**src/rtl/dus_pkg.sv**
```systemverilog
package dus_pkg;
  typedef enum logic [1:0] {
    SEQ_PAUSE = 2'd0,
    SEQ_WAKE  = 2'd1,
    SEQ_RUN   = 2'd2
  } seq_state_e;

  typedef enum logic [1:0] {
    PH_IDLE = 2'd0,
    PH_CSR  = 2'd1,
    PH_ACT  = 2'd2,
    PH_PRE  = 2'd3
  } cbr_phase_e;
endpackage

```
**src/rtl/dus_interval_timer.sv**
```systemverilog
// Free-running period counter; cleared while disabled, ticks on the
// PERIOD-th consecutive enabled cycle and wraps.
module dus_interval_timer #(
  parameter int PERIOD = 16
) (
  input  logic clk,
  input  logic rst_n,
  input  logic en,
  output logic tick
);
  localparam int W = (PERIOD > 1) ? $clog2(PERIOD) : 1;
  localparam logic [W-1:0] LAST = W'(PERIOD - 1);

  logic [W-1:0] cnt_q, cnt_d;

  assign tick = en && (cnt_q == LAST);

  always_comb begin
    cnt_d = cnt_q;
    if (!en)       cnt_d = '0;
    else if (tick) cnt_d = '0;
    else           cnt_d = cnt_q + W'(1);
  end

  always_ff @(posedge clk or negedge rst_n) begin
    if (!rst_n) cnt_q <= '0;
    else        cnt_q <= cnt_d;
  end
endmodule

```
**src/rtl/dus_cbr_engine.sv**
```systemverilog
// Runs one CAS-before-RAS cycle per start: CAS setup, RAS active, precharge.
module dus_cbr_engine
  import dus_pkg::*;
#(
  parameter int CSR_CYC = 1,
  parameter int RAS_CYC = 5,
  parameter int RP_CYC  = 4
) (
  input  logic clk,
  input  logic rst_n,
  input  logic start,
  output logic busy,
  output logic done,
  output logic ras_n,
  output logic cas_lo_n,
  output logic cas_hi_n
);
  localparam int MAXC = (CSR_CYC > RAS_CYC) ? ((CSR_CYC > RP_CYC) ? CSR_CYC : RP_CYC)
                                            : ((RAS_CYC > RP_CYC) ? RAS_CYC : RP_CYC);
  localparam int CW = (MAXC > 1) ? $clog2(MAXC) : 1;
  localparam logic [CW-1:0] CSR_LAST = CW'(CSR_CYC - 1);
  localparam logic [CW-1:0] RAS_LAST = CW'(RAS_CYC - 1);
  localparam logic [CW-1:0] RP_LAST  = CW'(RP_CYC - 1);

  cbr_phase_e phase_q, phase_d;
  logic [CW-1:0] cnt_q, cnt_d;

  always_comb begin
    phase_d = phase_q;
    cnt_d   = cnt_q + CW'(1);
    done    = 1'b0;
    unique case (phase_q)
      PH_IDLE: begin
        cnt_d = '0;
        if (start) phase_d = PH_CSR;
      end
      PH_CSR: if (cnt_q == CSR_LAST) begin phase_d = PH_ACT; cnt_d = '0; end
      PH_ACT: if (cnt_q == RAS_LAST) begin phase_d = PH_PRE; cnt_d = '0; end
      PH_PRE: if (cnt_q == RP_LAST) begin
        phase_d = PH_IDLE;
        cnt_d   = '0;
        done    = 1'b1;
      end
      default: begin phase_d = PH_IDLE; cnt_d = '0; end
    endcase
  end

  always_ff @(posedge clk or negedge rst_n) begin
    if (!rst_n) begin
      phase_q <= PH_IDLE;
      cnt_q   <= '0;
    end else begin
      phase_q <= phase_d;
      cnt_q   <= cnt_d;
    end
  end

  assign busy     = (phase_q != PH_IDLE);
  assign ras_n    = (phase_q != PH_ACT);
  assign cas_lo_n = !((phase_q == PH_CSR) || (phase_q == PH_ACT));
  assign cas_hi_n = !((phase_q == PH_CSR) || (phase_q == PH_ACT));

  // RAS falls only after both CAS strobes were already low
  a_r4_cas_before_ras: assert property (@(posedge clk) disable iff (!rst_n)
    $fell(ras_n) |-> ($past(cas_lo_n) == 1'b0) && ($past(cas_hi_n) == 1'b0));
  // CAS stays low for the whole RAS-low window
  a_r4_cas_held_in_act: assert property (@(posedge clk) disable iff (!rst_n)
    !ras_n |-> (!cas_lo_n && !cas_hi_n));
  // a new cycle is only launched from idle
  a_r5_start_from_idle: assert property (@(posedge clk) disable iff (!rst_n)
    $fell(cas_lo_n) |-> $past(start));
endmodule

```
**src/rtl/dram_upkeep_seq.sv**
```systemverilog
module dram_upkeep_seq
  import dus_pkg::*;
#(
  parameter int PAUSE_CYC    = 20000,
  parameter int WAKE_CYCLES  = 8,
  parameter int REFI_CYC     = 1562,
  parameter int DEADLINE_CYC = 6000,
  parameter int BACKLOG_MAX  = 8,
  parameter int CSR_CYC      = 1,
  parameter int RAS_CYC      = 5,
  parameter int RP_CYC       = 4
) (
  input  logic clk,
  input  logic rst_n,
  input  logic bus_gnt,
  output logic bus_req,
  output logic ras_n,
  output logic cas_lo_n,
  output logic cas_hi_n,
  output logic ready,
  output logic overrun
);
  localparam int OWE_MAX = (WAKE_CYCLES > BACKLOG_MAX) ? WAKE_CYCLES : BACKLOG_MAX;
  localparam int OW = $clog2(OWE_MAX + 1);
  localparam logic [OW-1:0] OWE_WAKE = OW'(WAKE_CYCLES);
  localparam logic [OW-1:0] OWE_CAP  = OW'(BACKLOG_MAX);

  seq_state_e state_q, state_d;
  logic [OW-1:0] owed_q, owed_d;
  logic overrun_q;
  logic pause_tick, refi_tick, age_tick, age_en;
  logic busy, done, start;

  dus_interval_timer #(.PERIOD(PAUSE_CYC)) u_pause (
    .clk(clk), .rst_n(rst_n), .en(state_q == SEQ_PAUSE), .tick(pause_tick));

  dus_interval_timer #(.PERIOD(REFI_CYC)) u_refi (
    .clk(clk), .rst_n(rst_n), .en(state_q == SEQ_RUN), .tick(refi_tick));

  assign age_en = (state_q == SEQ_RUN) && (owed_q != '0) && !busy;

  dus_interval_timer #(.PERIOD(DEADLINE_CYC)) u_age (
    .clk(clk), .rst_n(rst_n), .en(age_en), .tick(age_tick));

  assign start = bus_gnt && (state_q != SEQ_PAUSE) && (owed_q != '0) && !busy && !age_tick;

  dus_cbr_engine #(.CSR_CYC(CSR_CYC), .RAS_CYC(RAS_CYC), .RP_CYC(RP_CYC)) u_cbr (
    .clk(clk), .rst_n(rst_n), .start(start), .busy(busy), .done(done),
    .ras_n(ras_n), .cas_lo_n(cas_lo_n), .cas_hi_n(cas_hi_n));

  always_comb begin
    state_d = state_q;
    owed_d  = owed_q;
    unique case (state_q)
      SEQ_PAUSE: if (pause_tick) begin
        state_d = SEQ_WAKE;
        owed_d  = OWE_WAKE;
      end
      SEQ_WAKE: if (done) begin
        owed_d = owed_q - OW'(1);
        if (owed_q == OW'(1)) state_d = SEQ_RUN;
      end
      SEQ_RUN: begin
        if (age_tick) begin
          state_d = SEQ_WAKE;
          owed_d  = OWE_WAKE;
        end else if (refi_tick && !done) begin
          if (owed_q != OWE_CAP) owed_d = owed_q + OW'(1);
        end else if (done && !refi_tick) begin
          owed_d = owed_q - OW'(1);
        end
      end
      default: state_d = SEQ_PAUSE;
    endcase
  end

  always_ff @(posedge clk or negedge rst_n) begin
    if (!rst_n) begin
      state_q   <= SEQ_PAUSE;
      owed_q    <= '0;
      overrun_q <= 1'b0;
    end else begin
      state_q   <= state_d;
      owed_q    <= owed_d;
      overrun_q <= age_tick;
    end
  end

  assign bus_req = (state_q != SEQ_PAUSE) && ((owed_q != '0) || busy);
  assign ready   = (state_q == SEQ_RUN);
  assign overrun = overrun_q;

  // nothing is requested or driven during the power-up pause
  a_r2_silent_pause: assert property (@(posedge clk) disable iff (!rst_n)
    (state_q == SEQ_PAUSE) |-> (!bus_req && ras_n && cas_lo_n && cas_hi_n));
  // strobes are only active while the bus is requested
  a_r5_strobe_needs_req: assert property (@(posedge clk) disable iff (!rst_n)
    (!ras_n || !cas_lo_n || !cas_hi_n) |-> bus_req);
  // a cycle begins only after the grant was seen
  a_r5_begin_on_grant: assert property (@(posedge clk) disable iff (!rst_n)
    $fell(cas_lo_n) |-> $past(bus_gnt));
  // backlog never exceeds its cap once ready
  a_r8_backlog_cap: assert property (@(posedge clk) disable iff (!rst_n)
    (state_q == SEQ_RUN) |-> (owed_q <= OWE_CAP));
  // an overrun pulse coincides with ready being withdrawn
  a_r9_overrun_clears_ready: assert property (@(posedge clk) disable iff (!rst_n)
    overrun |-> (!ready && bus_req));
  // ready rises only as a refresh cycle completes
  a_r3_ready_on_done: assert property (@(posedge clk) disable iff (!rst_n)
    $rose(ready) |-> $past(done));
endmodule

```
**config.mk**
```make
export PLATFORM = sky130hd
export DESIGN_NAME = dram_upkeep_seq
export DESIGN_NICKNAME = d
export VERILOG_FILES = /design/src/rtl/dus_pkg.sv /design/src/rtl/dus_interval_timer.sv /design/src/rtl/dus_cbr_engine.sv /design/src/rtl/dram_upkeep_seq.sv
export SDC_FILE = /design/constraint.sdc
export NUM_CORES = 1
export LEC_CHECK = 0
export BUFFER_PORTS_ARGS = -buffer_cell sky130_fd_sc_hd__buf_2
export CAP_MARGIN = 20
export CORE_ASPECT_RATIO = 2
export CORE_MARGIN = 5
export CORE_UTILIZATION = 35
export DETAILED_ROUTE_END_ITERATION = 10
export GPL_TIMING_DRIVEN = 0
export PLACE_DENSITY = 0.5
export SYNTH_ARGS = -nofsm -noshare
export SYNTH_HDL_FRONTEND = slang
export SYNTH_HIERARCHICAL = 1
export SYNTH_SLANG_ARGS = --single-unit
export TNS_END_PERCENT = 5
```
**constraint.sdc**
```tcl
create_clock -name clk -period 4.1 [get_ports clk]
set_input_delay 0.41 -clock clk [delete_from_list [all_inputs] [get_ports clk]]
set_output_delay 0.41 -clock clk [all_outputs]
set_load 0.02 [all_outputs]
```
---- After elaboration in Yosys (flattened, before gate mapping) ----
Index checks and enable logic that the tools add are counted.
operators by class
  add/sub/neg operators ................... 6
  equal/unequal tests ..................... 23
  multiplexer cells ....................... 29
  reductions and logical operators ........ 29
operators with widths
  cell                     count
  $mux W15                 2
  $mux W13                 2
  $mux W4                  6
  $mux W11                 2
  $mux W2                  8
  $add A15 B1 Y15 const B  1
  $eq A15 B15 Y1 const B   1
  $add A13 B1 Y13 const B  1
  $eq A13 B13 Y1 const B   1
  $logic_and A1 B1 Y1      12
  $ne A2 B2 Y1 const B     6
  $ne A4 B4 Y1 const B     3
  $pmux W3 S4              1
  $pmux W4 S3              1
  $add A11 B1 Y11 const B  1
  $eq A11 B11 Y1 const B   1
  $mux W3                  3
  $pmux W2 S4              1
  $reduce_and A4 Y1        2
  $eq A2 B2 Y1 const B     3
  $ne A2 B1 Y1 const B     3
  $pmux W2 S3              1
  $logic_not A1 Y1         5
  $reduce_and A5 Y1        1
  14 further kinds         19
word-level totals
  flip-flop bits (word level) ............. 51
  input bits .............................. 3

---- Logic depth before layout (Yosys ltp) ----
Gate-level depths: netlist (run 1).
  depth after elaboration ................. 8
  gate-level depth with buffers ........... 11
  mapped depth without buffers ............ 11

---- By module ----
The synthesis (run 1) kept the hierarchy.
modules (own cells, without submodules)
  module                        instances  cells an instance  area each (um^2)
  dus_interval_timer (u_pause)  1          78                 775.7
  dus_interval_timer (u_age)    1          65                 668.1
  dram_upkeep_seq               1          69                 644.4
  dus_interval_timer (u_refi)   1          55                 576.8
  dus_cbr_engine                1          39                 391.6

---- Least setup slack after synthesis (run 1) ----
No wires, ideal clock.
  path type ............................... reg-to-reg
  start ................................... register state_q[0]
  end ..................................... register owed_q[2]
  arrival time ............................ 2.295 ns
  data required time ...................... 3.978 ns
  path slack .............................. 1.684 ns
  cell stages (with the launch flop) ...... 10
  path buffers ............................ 0
  clock period less this slack ............ 2.416 ns
  cell sequence ........................... dfrtp_1 > inv_1 > ha_1 > nand4bb_1 > nor4_1 > ha_1 > and4b_2 > o21ai_2 > and2_1 > a32o_1
between the ends
  cells in the longest elaborated chain, start to end .. 6
  elaborated cells between the ends (all ways) .. 20
  those cells by class .................... eq/ne (6); mux (3); reduce/logical (11)
RTL lines
  what                                                        line                                          text
  start: declaration                                          dram_upkeep_seq.sv:28                         seq_state_e state_q, state_d;
  start signal: assignment                                    dram_upkeep_seq.sv:83                         state_q <= state_d;
  $eq A2 B2 Y1 (*)                                            -
  via ready                                                   dram_upkeep_seq.sv:20                         output logic ready,
  $logic_and A1 B1 Y1 (*)                                     dus_interval_timer.sv:16                      assign tick = en && (cnt_q == LAST);
  via refi_tick                                               dram_upkeep_seq.sv:31                         logic pause_tick, refi_tick, age_tick, age_en;
  $logic_not A1 Y1 or $logic_and A1 B1 Y1 (tied branches)     dram_upkeep_seq.sv:69, dram_upkeep_seq.sv:67
  $logic_and A1 B1 Y1 or $mux W4 (tied branches)              dram_upkeep_seq.sv:69, dram_upkeep_seq.sv:67
  $ne A4 B4 Y1 (no line) or $mux W4 (tied branches)           -
  $reduce_and A5 Y1 (no line) or $pmux W4 S3 (tied branches)  -
  end signal: assignment                                      dram_upkeep_seq.sv:84                         owed_q <= owed_d;
  end: declaration                                            dram_upkeep_seq.sv:29                         logic [OW-1:0] owed_q, owed_d;
The timed path passes the listed nets; every way through them passes the cells marked *.
A chain may end at the register's enable or synchronous reset.

---- Worst setup path in the final report (run 1) ----
  start ................................... register state_q[0]
  end ..................................... register owed_q[2]
between the ends
  cells in the longest elaborated chain, start to end .. 6
  elaborated cells between the ends (all ways) .. 20
  those cells by class .................... eq/ne (6); mux (3); reduce/logical (11)
RTL lines
  what                                                        line                                          text
  $eq A2 B2 Y1 (*)                                            dram_upkeep_seq.sv:38                         .clk(clk), .rst_n(rst_n), .en(state_q == SEQ_RUN), .tick(refi_tick));
  $logic_and A1 B1 Y1 (*)                                     dus_interval_timer.sv:16
  via refi_tick                                               dram_upkeep_seq.sv:31
  $logic_not A1 Y1 or $logic_and A1 B1 Y1 (tied branches)     dram_upkeep_seq.sv:69, dram_upkeep_seq.sv:67
  $logic_and A1 B1 Y1 or $mux W4 (tied branches)              dram_upkeep_seq.sv:69, dram_upkeep_seq.sv:67
  $ne A4 B4 Y1 (no line) or $mux W4 (tied branches)           -
  $reduce_and A5 Y1 (no line) or $pmux W4 S3 (tied branches)  -
Marks and branches as above.

==> qor.csv, run 1 <==
metric,value,unit
status,completed,
yosys synthesis warning count,6,
vias per cell,5.32,
number of synthesized register bits,51,
Critical Path AT,2960,ps
Die W,76.1,µm
Final Max Tran Viols,0,
synth unique cells,55,
Worst-Skew Late Latency,290,ps
share of layout cells above drive strength 1,0.134,
measured slew at the worst slew-check pin,615,ps
Syn Inst Count,306,
register area share after synthesis,0.418,
dpl ws,1290,ps
cts repair resizes,0,
RSZ-0062 raised after global routing,false,
maximum fanout along the worst path,8,
Post-CTS Setup Repair Bufs,0,
CP required,4280,ps
Hold Fails Final Rpt,0,
GP Congestion,0.738,
DRT iter0 DRCs,65,
worst hold margin,131,ps
Clock Pin Slew Worst Setup and Hold Paths,70,ps
cts bufs inserted,5,
gr usage total,0.121,
Die Y,142,µm
largest net degree at the start of global routing,28,
Startpoint Class,flip-flop,
antenna-violating nets left,0,
ANT cells,0,
ys async rst share,1.00,
global-route wire length before repair,10.9,mm
post-synth top area cell,dfrtp_1,
setup TNS,0,ps
Detailed Routing Iterations Pass 1,4,
"Core Util, Final",0.396,
top sig layer,met4,
Worst slew margin,0.590,
met3 wire length,91,µm
routed via count,2246,
drt wl/cell,14.4,µm
Ports,9,
fmax,359,MHz
row count,48,
WL final,6.07,mm
H-tree Lvls,2,
final period utilization,0.679,
fin crit period,2780,ps
nets@finish,347,
CP Class,reg2reg,
Met1 Wirelength,2.45,mm
vias in the first global route,2407,
post-synth net total,331,
endpoints failing setup,0,
Hold Path Class,in2async,
Post-synth EDFFs,0,
Starting Density,0.356,
DRC viols,0,
max-cap violation count,0,
PwrDens,288,mW/mm²
metal2 WL,3.39,mm
DP Wirelength,4.58,mm
syn_area_per_cell,9.99,µm²
initial antenna violation count,0,
die area,0.0108,mm²
PortBufs,8,
Worst setup EP type,flip-flop,
clk_skew,5.27,ps
ys flop type,dfrtp_1,
Pleak,1.39,nW
Post-CTS Hold Buffers,0,
Final WS setup,1320,ps
synthesized cell area,0.00306,mm²
gr ovfl total,0,
CTS tree,yes,
clk buf depth,2,
top-area cell type share of the netlist area,0.418,
area delta synth->final,11.4,%
"top cells by area, synth","dfrtp_1, ha_1, xnor2_1",
Clock Sinks,51,
clk root buf,clkbuf_16,
core footprint,0.00859,mm²
VDD IR max,0.000215,V
where the power goes:
part           leakage [nW]  internal (W)  switching, W
Clock                0.0759      0.000285      0.000182
Combinational         0.611    0.00000258     0.0000103
Sequential            0.698      0.000503             0
sequential cells by signal, indices dropped and copies added, names as in the netlist:
name and cells:
overrun 1, owed_q 4, state_q 2, u_age/cnt_q 13
u_cbr/cnt_q 3, u_cbr/phase_q 2, u_pause/cnt_q 15, u_refi/cnt_q 11
final cells by class:
cell class / count / area (µm²)
clock inverters: 2 / 37.5
well taps: 100 / 125
plain buffers: 7 / 63.8
inverters: 26 / 97.6
flip-flops and latches: 51 / 1280
multi-input cells: 222 / 1620
fillers: 864 / 5180
repair buffers: 9 / 60.1
clock buffers: 5 / 125
synthesized netlist by cell type (7+ instances only):
master    n
a21oi_1  17
dfrtp_1  51
ha_1     22
inv_1    26
nand2_1  14
nand3_1  14
nand4_1   8
nor2_1   28
nor3_1    7
o21ai_0  10
o31ai_1   7
or3_1     8
or4_1     7
xnor2_1  13
xor2_1    8
layout by cell type (no fill, tap or decap), drive strengths merged, types with 9 or more instances in the layout:
cell type / n
nand3: 17
dfrtp: 51
or3: 9
buf: 15
ha: 22
o21ai: 11
inv: 26
a21oi: 17
xnor2: 13
nand4: 9
nand2: 14
nor2: 30
worst paths after layout:
| kind | start | endpoint | slack (ps) | cells after the start |
|---|---|---|---|---|
| min | rst_n | u_age/cnt_q[9]$_DFF_PN0_ | 130 | 1 |
| max reg2reg | state_q[0]$_DFFE_PN0P_ | owed_q[2]$_DFFE_PN0P_ | 1320 | 9 |
| max | state_q[0]$_DFFE_PN0P_ | owed_q[2]$_DFFE_PN0P_ | 1320 | 9 |
| min in group clk | u_cbr/cnt_q[0]$_DFF_PN0_ | u_cbr/cnt_q[0]$_DFF_PN0_ | 470 | 1 |
| min reg2reg | u_cbr/cnt_q[0]$_DFF_PN0_ | u_cbr/cnt_q[0]$_DFF_PN0_ | 470 | 1 |
| max in group asynchronous | rst_n | u_cbr/cnt_q[2]$_DFF_PN0_ | 3410 | 2 |
critical path, cell delays in order (launching register included):
cell	delay (ps)
dfrtp_1	410
inv_1	110
ha_1	350
nand4bb_1	190
nor4_1	440
ha_1	340
and4b_2	260
o21ai_2	110
and2_1	200
a32o_1	250
through the flow:
| stage | cell area, µm² | cells | power [W] |
|---|---|---|---|
| floorplan | 3060 | 306 | 0.000513 |
| finish | 3400 | 422 | 0.000982 |
| CTS | 3400 | 422 | 0.00101 |
| global placement | 3220 | 414 | 0.000524 |
| detailed placement | 3240 | 415 | 0.000527 |
| global route | 3400 | 422 | 0.00103 |
per-layer routing:
layer	global-route usage	vias up
met5	0	-
met4	0.0544	0
met3	0.0209	8
met2	0.233	15
met1	0.126	1100
li1	-	1123
cell families after synthesis:
kind of cell	Yosys count	share of synthesized area
xor gates and xnor gates	21	0.0602
adders and majority gates	22	0.0901
buffers and inverters	33	0.0528
DFF	51	0.418
and+or+nand+nor	121	0.235
AOI/OAI and AO/OA	53	0.127
muxes	5	0.0180
Note: power is estimated with default switching activity, not from simulation.
==> run 2, diff against run 1 <==
--- a/config.mk
+++ b/config.mk
@@ -12,7 +12,7 @@
 export CORE_UTILIZATION = 35
 export DETAILED_ROUTE_END_ITERATION = 10
 export GPL_TIMING_DRIVEN = 0
-export PLACE_DENSITY = 0.5
+export PLACE_DENSITY = 0.52
 export SYNTH_ARGS = -nofsm -noshare
 export SYNTH_HDL_FRONTEND = slang
 export SYNTH_HIERARCHICAL = 1
==> constraint.sdc (replaced) <==
create_clock -name clk -period 2.35 [get_ports clk]
set_input_delay 0.235 -clock clk [delete_from_list [all_inputs] [get_ports clk]]
set_output_delay 0.235 -clock clk [all_outputs]
set_load 0.02 [all_outputs]
==> run 2 against run 1 <==
Critical endpoint unchanged; global-route usage rose by 0.51 points; die area stayed put; fmax increased by 22%; clock skew grew 1.2 ps; cell count up 3.3%.
==> qor.csv, run 2 (synthesis gave the netlist of run 1 again) <==
metric,value,unit,change
status,completed,,
core footprint,0.00859,mm²,unchanged
row count,48,,unchanged
Clock Sinks,51,,unchanged
final period utilization,0.973,,+0.294
DP Wirelength,4.83,mm,+5.4%
max-cap violation count,0,,unchanged
Ports,9,,unchanged
Die W,76.1,µm,unchanged
H-tree Lvls,2,,unchanged
"commonest non-fill, non-tap cell in the layout",dfrtp_1,,
WL final,6.54,mm,+7.9%
max reg flops,15,,unchanged
largest net degree at the start of global routing,31,,+11%
initial antenna violation count,0,,unchanged
DRC viols,0,,unchanged
Clock Pin Slew Worst Setup and Hold Paths,70,ps,about the same
"Core Util, Final",0.420,,+0.0239
Critical Path AT,2470,ps,-490 ps
maximum fanout along the worst path,6,,-2
ANT cells,0,,unchanged
Die Y,142,µm,unchanged
fin crit period,2290,ps,-497 ps
clk_skew,6.42,ps,+1.15 ps
Final WS setup,62.6,ps,-1250 ps
Pleak,1.45,nW,+4.7%
DRT iter0 DRCs,71,,+9.2%
Worst R2R Start,state_q[0]$_DFFE_PN0P_,,
Reg with most FFs,u_pause/cnt_q,,
Worst slew margin,0.642,,+0.0522
Startpoint Class,flip-flop,,
R2R setup slack,60,ps,-1250 ps
PwrDens,457,mW/mm²,+59%
Int Pwr,0.00128,W,+62%
Final Max Tran Viols,0,,unchanged
PortBufs,8,,unchanged
end of the worst register-to-register path,owed_q[2]$_DFFE_PN0P_,,
net switching power,0.000369,W,+92%
VDD IR max,0.000304,V,+41%
GP Congestion,0.759,,+2.8%
gr ovfl total,0,,unchanged
Starting Density,0.356,,unchanged
antenna-violating nets left,0,,unchanged
Detailed Routing Iterations Pass 1,4,,unchanged
Net Sw Frac,0.224,,+0.0282
vias in the first global route,2426,,+0.79%
clk root buf,clkbuf_16,,
die area,0.0108,mm²,unchanged
gr usage total,0.126,,+0.00507
CTS tree,yes,,
CP endpoint,owed_q[2]$_DFFE_PN0P_,,
measured slew at the worst slew-check pin,537,ps,-78.4 ps
routed via count,2359,,+5.0%
Seq pwr share,0.531,,+0.019
Largest regs,"u_pause/cnt_q x15, u_age/cnt_q x13, u_refi/cnt_q x11",,
most frequent cells in the layout,"dfrtp_1, nor2_1, inv_1",,
Clk network pwr share,0.454,,-0.021
global-route wire length before repair,11.2,mm,+2.8%
clk buf depth,2,,unchanged
Hold Path Class,in2async,,
vias per cell,5.41,,+1.7%
RSZ-0062 raised after global routing,true,,
drt wl/cell,15.0,µm,+4.4%
Hold Fails Final Rpt,0,,unchanged
dpl ws,-293,ps,-1590 ps
Combinational Power Share,0.015,,+0.002
CP required,2540,ps,-1740 ps
CP Class,reg2reg,,
endpoints failing setup,0,,unchanged
worst reg-to-reg path cell count,9,,unchanged
share of layout cells above drive strength 1,0.217,,+0.0837
Worst-Skew Late Latency,300,ps,about the same
Worst setup EP type,flip-flop,,
cts bufs inserted,5,,unchanged
nets@finish,360,,+3.7%
area delta synth->final,18.1,%,
fmax,437,MHz,+22%
Critical Path Source,state_q[0]$_DFFE_PN0P_,,
-- run 2: per-stage QoR --
step                      total power [W]  instance area [µm²]  TNS, ps  hold slack, ps  cells
after detailed placement         0.000919                 3240     -972             252    415
final                             0.00165                 3610        0             454    436
after CTS                         0.00169                 3430        0             474    425
after global routing              0.00171                 3610    -28.5             493    436
after floorplan                  0.000894                 3060        0           -60.6    306
after global placement           0.000915                 3220     -882             461    414
-- run 2: layout make-up --
class | count | area (µm²)
repair buffers | 22 | 160
inverters | 26 | 97.6
flip-flops and latches | 51 | 1280
multi-input cells | 222 | 1740
well taps | 100 | 125
plain buffers | 7 | 63.8
clock inverters | 3 | 23.8
clock buffers | 5 | 125
fillers | 849 | 4980
-- run 2: per-layer routing --
metal  vias to the layer above  share of wire  track usage
met5                         -              0            0
met4                         0          0.022       0.0581
met3                        10          0.025       0.0253
met2                        34           0.58        0.245
met1                      1163           0.38        0.126
li1                       1152              -            -
-- run 2: worst min path at each step --
stage / startpoint / to / slack, ps / depth (start not counted)
floorplan: rst_n / overrun$_DFF_PN0_ / -60 / 0
global placement: u_cbr/cnt_q[0]$_DFF_PN0_ / u_cbr/cnt_q[0]$_DFF_PN0_ / 460 / 1
detailed placement: rst_n / u_age/cnt_q[6]$_DFF_PN0_ / 250 / 1
CTS: rst_n / u_age/cnt_q[9]$_DFF_PN0_ / 470 / 2
global route: u_cbr/cnt_q[0]$_DFF_PN0_ / u_cbr/cnt_q[0]$_DFF_PN0_ / 490 / 1
finish: rst_n / u_age/cnt_q[9]$_DFF_PN0_ / 450 / 2
-- run 2: what timing repair did --
item                       CTS  global route
pin swaps                    2             8
setup endpoints to repair    7             8
hold endpoints to repair    21             0
setup buffers                1            11
gates resized for setup      6            17
hold buffers                 1             0
-- run 2: power groups by stage --
stage,logic (W),registers [W],clock network [W]
floorplan,0.0000000119,0.000894,0
global placement,0.0000208,0.000894,0
detailed placement,0.0000251,0.000894,0
CTS,0.0000264,0.000877,0.000783
global route,0.0000294,0.000877,0.000802
finish,0.0000242,0.000877,0.000750
-- run 2: worst max-delay path, cell delays in order, from the launching register on --
cell and delay, ps:
dfrtp_1 410, inv_2 100, ha_4 200, nand4bb_4 140
nor4_4 280, ha_2 270, and4b_2 250, o21ai_2 100
and2_4 180, a32o_1 240
